### src/rtl/hbus_word_packer.sv
module hbus_word_packer (
  input  logic        clk,
  input  logic        rst,
  input  logic        wide_mode,
  input  logic        hi_first,
  input  logic        upload,
  input  logic        xfer,
  input  logic [31:0] host_wr,
  output logic [31:0] host_rd,
  input  logic [47:0] core_word,
  output logic        core_ack,
  output logic        word_valid,
  output logic [47:0] word_data,
  output logic [1:0]  pack_stat
);

  logic [1:0]  seq;
  logic        wide_q, hf_q, up_q;
  logic [47:0] acc;
  logic [15:0] spare;
  logic        cfg_chg, take, last, need_word;

  assign cfg_chg   = (wide_mode != wide_q) || (upload != up_q) ||
                     (!wide_mode && (hi_first != hf_q));
  assign take      = xfer && !cfg_chg;
  assign last      = (seq == 2'd2);
  assign need_word = (seq == 2'd0) || (wide_mode && seq == 2'd1);
  assign core_ack  = take && upload && need_word;
  assign pack_stat = seq;

  always_comb begin
    host_rd = 32'd0;
    if (wide_mode) begin
      case (seq)
        2'd0:    host_rd = core_word[47:16];
        2'd1:    host_rd = {core_word[15:0], acc[15:0]};
        default: host_rd = acc[47:16];
      endcase
    end else begin
      case (seq)
        2'd0:    host_rd[15:0] = hi_first ? core_word[47:32] : core_word[15:0];
        2'd1:    host_rd[15:0] = acc[31:16];
        default: host_rd[15:0] = hi_first ? acc[15:0] : acc[47:32];
      endcase
    end
  end

  always_ff @(posedge clk) begin
    wide_q     <= wide_mode;
    hf_q       <= hi_first;
    up_q       <= upload;
    word_valid <= 1'b0;
    if (rst) begin
      seq       <= 2'd0;
      acc       <= 48'd0;
      spare     <= 16'd0;
      word_data <= 48'd0;
    end else if (cfg_chg) begin
      seq <= 2'd0;
    end else if (take) begin
      seq <= last ? 2'd0 : seq + 2'd1;
      if (upload) begin
        if (need_word) acc <= core_word;
      end else if (wide_mode) begin
        case (seq)
          2'd0: acc[47:16] <= host_wr;
          2'd1: begin
            word_data  <= {acc[47:16], host_wr[15:0]};
            word_valid <= 1'b1;
            spare      <= host_wr[31:16];
          end
          default: begin
            word_data  <= {host_wr, spare};
            word_valid <= 1'b1;
          end
        endcase
      end else begin
        case (seq)
          2'd0: begin
            if (hi_first) acc[47:32] <= host_wr[15:0];
            else          acc[15:0]  <= host_wr[15:0];
          end
          2'd1: acc[31:16] <= host_wr[15:0];
          default: begin
            word_valid <= 1'b1;
            word_data  <= hi_first ? {acc[47:16], host_wr[15:0]}
                                   : {host_wr[15:0], acc[31:0]};
          end
        endcase
      end
    end
  end

endmodule

### config.mk
export PLATFORM = sky130hd
export DESIGN_NAME = hbus_word_packer
export DESIGN_NICKNAME = d
export VERILOG_FILES = /design/src/rtl/hbus_word_packer.sv
export SDC_FILE = /design/constraint.sdc
export NUM_CORES = 1
export LEC_CHECK = 0
export ABC_AREA = 1
export CORE_MARGIN = 3
export CORE_UTILIZATION = 30
export CTS_CLUSTER_DIAMETER = 100
export DETAILED_ROUTE_END_ITERATION = 16
export PLACE_DENSITY = 0.58
export SYNTH_ARGS = -nofsm -noshare
export SYNTH_HDL_FRONTEND = slang
export SYNTH_SLANG_ARGS = --single-unit
### constraint.sdc
create_clock -name clk -period 2 [get_ports clk]
set_clock_uncertainty 0.05 [all_clocks]
set_input_delay 0.2 -clock clk [delete_from_list [all_inputs] [get_ports clk]]
set_output_delay 0.2 -clock clk [all_outputs]
set_load 0.05 [all_outputs]
== After elaboration in Yosys (flattened, before gate mapping) ==
Index checks and enable logic that the tools add are counted.
Storage, ports and cells
  logic and storage cells: 71
  output and inout bits: 84
  input port bits: 86
  bits in registers: 118
Cells by class
  bitwise operators: 3
  equal/unequal tests: 11
  muxes and demuxes: 24
  $add $sub $neg: 1
  reductions and logical operators: 22
Operators with widths (number)
  two-way mux 48 bit: 5
  two-way mux 16 bit: 10
  case mux 48 bit (2 select lines): 1
  two-way mux 32 bit: 2
  case mux 32 bit (2 select lines): 1
  case mux 16 bit (2 select lines): 1
  AND reduction 5 bit: 4
  != test 2 x 1 -> 1 bit (second input constant): 4
  AND reduction 6 bit: 1
  nonzero test 3 bit: 2
  logical AND 1 bit: 5
  OR reduction 2 bit: 2
  OR reduction 4 bit: 1
  logical OR 1 bit: 3
  two-way mux 1 bit: 3
  != test 1 bit: 3
  != test 3 x 1 -> 1 bit (second input constant): 1
  NOT 1 bit: 3
  adder 2 x 1 -> 2 bit (second input constant): 1
  equality test 2 x 1 -> 1 bit (second input constant): 1
  equality test 2 bit (second input constant): 1
  zero test 1 bit: 2
  zero test 2 bit: 1
  two-way mux 2 bit: 1
  other kinds (2): 2

== Longest topological paths before layout ==
Gate-level depths: netlist (run 1).
  depth in word-level cells: 7
  depth in mapped cells: 12
  gate-level depth less buffers: 10

== Worst setup path before layout (run 1) ==
No wires, ideal clock.
  kind: reg-to-output
  start: register seq[1], in the netlist pack_stat[1]
  end: output port host_rd[12]
  data required time: 1.750 ns
  slack: -0.539 ns
  path buffers: 3
  cell stages (with the launch flop): 9
  arrival: 2.289 ns
  cell sequence: dfxtp_1 buf_2 inv_4 nand2_1 buf_2 buf_2 a21oi_1 o21ai_0 a31oi_1
Between the ends
  longest elaborated chain between the ends: 3
  elaborated cells on any way between the ends: 5
  those cells by class: eq/ne (1); mux (3); reduce/logical (1)
RTL lines
  from (decl): RTL line 17  | logic [1:0] seq;
  from (signal assigned): RTL line 61  | seq <= last ? 2'd0 : seq + 2'd1;
  equality test 2 x 1 -> 1 bit / zero test 2 bit (equally long branches): RTL line 34, 40
  case mux 16 bit (2 select lines) / case mux 32 bit (2 select lines) (equally long branches): RTL line 40, 34
  two-way mux 16 bit *: RTL line 33  | if (wide_mode) begin
  to (decl): RTL line 9  | output logic [31:0] host_rd,
Every way passes the cells marked *; elsewhere a longest branch is shown, timed or not.

== Worst setup path in the final report (run 1) ==
  start: register seq[1], in the netlist pack_stat[1]
  end: output port host_rd[1]
Same word-level chain as after synthesis.

==> reports/qor.csv, run 1 <==
stage,metric,value,unit
status,result of the run,"complete, but fails checks",
status,violated checks,negative setup slack,
sta,Final period util,105.6,%
sta,worst-case headroom to the max-slew limit,62.43,%
grt,Total GRT Usage,24.99,%
grt,antenna violations before repair,1,
cts,CTS tree,yes,
worst_setup_path,element type at the critical path start,register,
grt,vias in the first global route,8510,
synth,syn avg cell area,6.002,um^2
synth,top area cells in the synthesized netlist,"dfxtp_1 32%, nand2_1 14%, nor2_1 11%, a21oi_1 8.4%, o21ai_0 8.3%",
floorplan,row count,57,
route,DRC violation total after the first TritonRoute iteration,1049,
min_path,Hold WC Path Type,input pin to register,
pwr,areal power density over the cells,616.5,mW/mm^2
worst_setup_path,critical path class,register to output port,
worst_setup_path,critical path required time,1.75,ns
worst_setup_path,worst reg-to-reg setup slack,0.04,ns
floorplan,area inside the core boundary,0.02446,mm^2
synth,Synth top cells by count,"274 x nand2_1, 212 x nor2_1, 149 x inv_1",
synth,distinct cell type count after synthesis,36,
place,# port buffers,169,
route,number of search-and-repair iterations in the first detailed-routing pass,5,
route,total via count in the routed design,9138,
place,setup slack at placement,-0.1281,ns
sta,"Worst Setup Slack, final",-0.1128,ns
synth,cell accounting for the most synthesized area,dfxtp_1,
synth,flop and latch count out of synthesis,118,
sta,clock period minus final worst setup slack,2.113,ns
grt,grt total ovfl,0,
grt,largest net degree at the start of global routing,50,
flow_run,count of max-cap constraint violations,0,
cts,number of buffers on the longest clock path,2,
worst_setup_path,category of the worst setup path capture point,output port,
synth,yosys warns,0,
sta,number of slew-limit violations in the final report,0,
sta,Fmax,473.3,MHz
sta,Setup TNS Final,-1.268,ns
sta,final number of hold-violating endpoints,0,
cts,total CTS buffers,17,
floorplan,horizontal die dimension,164.1,um
synth,leading cell type by number of instances after synthesis,nand2_1,
synth,dominant combinational cell family by area after synthesis,simple AND/OR/NAND/NOR gates,
worst_setup_path,arrival time at the worst endpoint,1.86,ns
final_layout,number of nets at the end of the flow,1543,
route,Avg WL per Cell,18.82,um
floorplan,total die area,0.02692,mm^2
sta,RSZ-0062 raised after global routing,yes,
synth,area share of xor/xnor cells in the synthesized design,0,%
synth,sequential area share after synthesis,31.51,%
floorplan,Top-Level Pins,170,
cts,H-Tree Depth,4,
route,ANT nets after route,0,
synth,"Top FF cell, synth",dfxtp_1,
synth,adder-cell area share of the yosys netlist,0,%
pwr,overall power consumption,0.007033,W
synth,Post-Synthesis Cell Area,0.007496,mm^2
route,post-detailed-routing wire length,33790,um
place,gp weighted congestion,0.9222,
pwr,Pleak,4.904,nW
grt,wire length of the first global-routing pass,51140,um
floorplan,die outline height,164.1,um
route,DRC violation count after routing,0,
final_layout,fraction of final layout cells with drive strength greater than 1,18.50,%
place,half-perimeter wire length after placement,24590,um
route,via-per-instance ratio,5.091,
synth,number of instances in the synthesized netlist,1249,
sta,final setup vio count,22,
worst_setup_path,Crit Path Max Fanout,14,
cts,Skew-Pair Late Insertion Delay,0.43,ns
synth,number of enable-type register cells in the synthesized netlist,0,
sta,transition time at the pin with the least slew margin,0.5618,ns
synth,proportion of netlist area held by the largest area contributor,31.51,%
synth,Mapped Nets,1335,
cts,hold-fix buffers at CTS,0,
cts,number of sinks driven by the clock tree,118,
pwr,IR Drop Worst-Case VDD,0.4506,mV
cts,root cell of the clock tree,clkbuf_16,
synth,post-synthesis compound-gate area fraction,24.65,%
floorplan,starting density of the core,30.64,%
synth,multiplexer fraction of the synthesized cell area,1.302,%
synth,"basic-gate share of the synthesized area counting and, or, nand and nor cells",29.11,%
final_layout,Area growth syn-to-layout,52.18,%
cts,Clock Pin Slew Worst Setup and Hold Paths,0.06,ns
synth,"FFs w/ async S/R, synth",0,%
cells by family after synthesis:
family                 Yosys count
and+or+nand+nor                547
AOI/OAI and AO/OA              331
DFF                            118
muxes                            9
buffers and inverters          244
flip-flops by register name, summed over array words and instances (netlist names):
register	cells
word_valid	1
word_data	48
wide_q	1
up_q	1
acc	48
spare	16
hf_q	1
pack_stat	2
worst max-delay path: stages (launching register included):
cell and delay (ns):
dfxtp_4 0.45, buf_12 0.18, nand2_1 0.10, o21ai_1 0.13, a21oi_1 0.09, o21ai_1 0.12
o21ai_1 0.10, inv_1 0.11, buf_12 0.14
worst paths after layout:
path                         startpoint  cells after the start                         end
max reg2reg   pack_stat[1]$_SDFFE_PP0N_                      9  word_data[30]$_SDFFE_PP0P_
max           pack_stat[1]$_SDFFE_PP0N_                      8                  host_rd[1]
min                            hi_first                      1                hf_q$_DFF_P_
min reg2reg  word_data[28]$_SDFFE_PP0P_                      2  word_data[28]$_SDFFE_PP0P_
per-stage QoR:
step / utilization [%] / hold slack (ns) / area [um^2] / cells
floorplan: - / 0.1777 / 7617 / 1249
CTS: 45.67 / 0.1121 / 11170 / 1785
global route: 46.63 / 0.1243 / 11410 / 1795
finish: 46.63 / 0.1218 / 11410 / 1795
global placement: 41.75 / 0.3981 / 10210 / 1737
detailed placement: 41.75 / 0.4025 / 10210 / 1737
where the power goes:
| part | switching [W] | internal, W |
|---|---|---|
| registers | 0.0000593 | 0.00241 |
| clock network | 0.00117 | 0.00176 |
| logic | 0.000957 | 0.000673 |
| total | 0.00219 | 0.00484 |
per-layer routing:
layer	vias to the layer above	GRT usage [%]	part of all wire [%]	routed length, um
met2	466	36.58	42	14290
li1	4441	-	-	-
met4	0	8.343	3.1	1032
met5	-	0	0	0
met1	4163	36.15	46	15490
met3	68	5.473	8.8	2967
layout by cell type (no fill, tap or decap), drive strengths merged, types with 5 or more instances in the layout:
cell           Yosys  final
nand4              6      6
a31oi              5      5
o21bai            16     16
nand2            279    280
o21ai            125    125
nor2             216    216
a21oi            127    127
buf               46    137
clkdlybuf4s50      0    131
inv              157    161
clkinv             1      5
a22oi              5      5
clkbuf            40     25
o221ai             7      7
o211ai            19     19
a221oi             5      5
dfxtp            118    118
nor3               5      5
mux2               6      6
nand3             41     41
o22ai             18     18
final cells by class:
type	count	area, um^2
well taps	324	405.4
clock buffers	23	467.9
repair buffers	272	2955
fillers	2522	13060
repair inverters	2	20.02
multi-input cells	888	4488
flip-flops and latches	118	2370
inverters	158	621.8
diodes	1	2.502
clock inverters	9	76.32
timing repair:
item	4_1_cts	5_1_grt
gates cloned	5	1
setup endpoints to repair	33	34
resized for setup	104	64
setup buffers	11	10
pin swaps	20	28
No activity file was read; power rests on OpenSTA's default activity.
==> run 2, diff against run 1 <==
--- a/config.mk
+++ b/config.mk
@@ -6,6 +6,7 @@
 export NUM_CORES = 1
 export LEC_CHECK = 0
 export ABC_AREA = 1
+export CAP_MARGIN = 40
 export CORE_MARGIN = 3
 export CORE_UTILIZATION = 30
 export CTS_CLUSTER_DIAMETER = 100
==> results of run 2 <==
Final layout, timing and power as in run 1 (identical DEF).
==> run 3, diff against run 2 <==
--- a/config.mk
+++ b/config.mk
@@ -7,6 +7,7 @@
 export LEC_CHECK = 0
 export ABC_AREA = 1
 export CAP_MARGIN = 40
+export CORE_ASPECT_RATIO = 1.4
 export CORE_MARGIN = 3
 export CORE_UTILIZATION = 30
 export CTS_CLUSTER_DIAMETER = 100
==> run 3 against run 2 <==
Compared with the run above: the run still ends with negative setup slack left; final area down 0.56%; total power up 2.7%; critical endpoint is now host_rd[5]; count of clock-buffer cells in the layout down 4; maximum frequency down 6.6%; critical path type unchanged; sequential power about the same; critical path depth down 1.
==> reports/qor.csv, run 3 (synthesis gave the netlist of run 1 again) <==
stage,metric,value,unit
floorplan,starting density of the core,30.94,%
cts,number of buffers on the longest clock path,2,
sta,clock period minus final worst setup slack,2.261,ns
pwr,net switching power,0.002194,W
worst_setup_path,element type at the critical path start,register,
sta,transition time at the pin with the least slew margin,0.5296,ns
pwr,Cell Int Power,0.005025,W
floorplan,area inside the core boundary,0.02423,mm^2
worst_setup_path,first element of the critical path,pack_stat[1]$_SDFFE_PP0N_,
flow_run,count of max-cap constraint violations,0,
route,DRC violation total after the first TritonRoute iteration,957,
pwr,Switching Fraction,30.39,%
route,post-detailed-routing wire length,33430,um
worst_setup_path,Worst R2R Start,pack_stat[0]$_SDFFE_PP0N_,
cts,Skew-Pair Late Insertion Delay,0.43,ns
worst_setup_path,worst path buffer plus inverter count,3,
cts,total CTS buffers,17,
cts,root cell of the clock tree,clkbuf_16,
worst_setup_path,critical path required time,1.75,ns
route,total via count in the routed design,9116,
worst_setup_path,Worst Reg2Reg Path Length in Cells,10,
floorplan,Top-Level Pins,170,
worst_setup_path,largest stage delay on the critical path,0.41,ns
pwr,Comb power frac,22.1,%
cts,H-Tree Depth,4,
sta,final number of hold-violating endpoints,0,
grt,grt total ovfl,0,
worst_setup_path,category of the worst setup path capture point,output port,
grt,antenna violations before repair,0,
route,number of search-and-repair iterations in the first detailed-routing pass,8,
floorplan,horizontal die dimension,139.6,um
worst_setup_path,endpoint of the worst-slack reg-to-reg timing path,word_data[17]$_SDFFE_PP0P_,
final_layout,fraction of final layout cells with drive strength greater than 1,16.02,%
status,result of the run,"complete, but fails checks",
sta,"Worst Setup Slack, final",-0.2609,ns
status,violated checks,negative setup slack,
worst_setup_path,crit-path cells,buf_4 -> nand2_1 -> a21boi_0 -> o21ai_0 -> a21oi_1 -> inv_1 -> buf_12,
sta,final setup vio count,21,
final_layout,"commonest cells after routing, fill and taps aside","268 x nand2_1, 206 x nor2_1, 146 x inv_1, 132 x clkdlybuf4s50_1, 125 x a21oi_1",
pwr,sequential power share,34.1,%
place,half-perimeter wire length after placement,24090,um
worst_setup_path,"slowest stage cell, crit path",dfxtp_4,
worst_setup_path,count of cell instances traversed by the critical path,7,
grt,wire length of the first global-routing pass,50400,um
worst_setup_path,worst reg-to-reg setup slack,0.09,ns
route,DRC violation count after routing,0,
cts,number of sinks driven by the clock tree,118,
place,setup slack at placement,-0.1051,ns
final_layout,Largest regs,"acc: 48 flops, word_data: 48 flops, spare: 16 flops",
pwr,IR Drop Worst-Case VDD,0.5979,mV
final_layout,most frequent standard cell in the layout excluding fill and tap cells,nand2_1,
route,ANT nets after route,0,
floorplan,row count,67,
floorplan,die outline height,193.0,um
final_layout,area of the multi-input gates,0.004345,mm^2
place,gp weighted congestion,0.9530,
worst_setup_path,end point of the critical path,host_rd[5],
sta,Final period util,113.0,%
route,via-per-instance ratio,5.130,
final_layout,total area of sequential cells,0.002370,mm^2
worst_setup_path,arrival time at the worst endpoint,2.01,ns
sta,RSZ-0062 raised after global routing,yes,
worst_setup_path,Crit Path Max Fanout,18,
worst_setup_path,top cell family by delay on the critical path,buffers and inverters,
cts,Clock Pin Slew Worst Setup and Hold Paths,0.06,ns
worst_setup_path,critical path class,register to output port,
grt,largest net degree at the start of global routing,88,
final_layout,number of nets at the end of the flow,1541,
pwr,Pleak,4.915,nW
min_path,Hold WC Path Type,input pin to register,
route,Avg WL per Cell,18.81,um
final_layout,Fill cells,2432,
pwr,areal power density over the cells,636.4,mW/mm^2
place,# port buffers,169,
final_layout,diodes inserted,0,
grt,vias in the first global route,8623,
grt,Total GRT Usage,24.06,%
sta,Setup TNS Final,-2.367,ns
pwr,clock network fraction of design power,43.8,%
sta,number of slew-limit violations in the final report,0,
floorplan,total die area,0.02695,mm^2
cts,CTS tree,yes,
sta,Fmax,442.3,MHz
sta,worst-case headroom to the max-slew limit,64.58,%
final_layout,Area growth syn-to-layout,51.33,%
-- run 3: cell types whose count changed in the layout (fill, tap and decap cells not counted), sizes merged --
cell and delta:
buf +1, bufinv +2, clkbuf -4, clkdlybuf4s50 +1
clkinv +1, clkinvlp -1, diode -1, dlygate4sd2 -1
inv -1, nand2 -1
-- run 3: repair_timing --
| item | in CTS | in global routing |
|---|---|---|
| buffers inserted | 9 | 11 |
| endpoints found under the setup margin | 32 | 32 |
| hold buffers | 0 | 0 |
| cloned | 2 | 3 |
| resized for setup | 41 | 58 |
| pin swaps | 6 | 2 |
-- run 3: metal layers --
layer | GRT usage (%) | wire (um) | up-vias
li1 | - | - | 4425
met1 | 32.68 | 14350 | 4187
met2 | 38.96 | 15420 | 451
met3 | 3.602 | 2635 | 53
met4 | 8.949 | 1032 | 0
met5 | 0 | 0 | -
-- run 3: worst min-delay path by stage --
| stage | from | endpoint | slack [ns] | cells past startpoint |
|---|---|---|---|---|
| final | wide_mode | wide_q$_DFF_P_ | 0.14 | 2 |
| after CTS | wide_mode | wide_q$_DFF_P_ | 0.11 | 2 |
| after floorplan | hi_first | hf_q$_DFF_P_ | 0.18 | 0 |
| after global routing | wide_mode | wide_q$_DFF_P_ | 0.13 | 2 |
| after detailed placement | word_data[18]$_SDFFE_PP0P_ | word_data[18]$_SDFFE_PP0P_ | 0.40 | 2 |
| after global placement | word_data[19]$_SDFFE_PP0P_ | word_data[19]$_SDFFE_PP0P_ | 0.40 | 2 |
-- run 3: power groups by stage --
stage | sequential (W) | combinational [W] | clock [W]
after floorplan | 0.00249 | 0.000781 | 0
after global placement | 0.00251 | 0.00151 | 0
after detailed placement | 0.00251 | 0.00151 | 0
after CTS | 0.00246 | 0.00154 | 0.00320
after global routing | 0.00247 | 0.00170 | 0.00328
final | 0.00246 | 0.00160 | 0.00316
-- run 3: stage by stage --
step | power (W) | util, % | hold WS (ns) | instance area (um^2) | cells
global placement | 0.004018 | 42.18 | 0.4032 | 10220 | 1721
floorplan | 0.003274 | - | 0.1777 | 7617 | 1249
CTS | 0.007193 | 45.42 | 0.1105 | 11000 | 1763
detailed placement | 0.004021 | 42.21 | 0.4033 | 10230 | 1722
global route | 0.007448 | 46.82 | 0.1306 | 11340 | 1777
finish | 0.007219 | 46.82 | 0.1372 | 11340 | 1777
-- run 3: area by class of cell --
class	count	area share, %
multi-input cells	887	38.31
well taps	310	3.419
clock inverters	12	1.357
flip-flops and latches	118	20.89
inverters	158	5.449
repair buffers	273	26.76
clock buffers	19	3.816
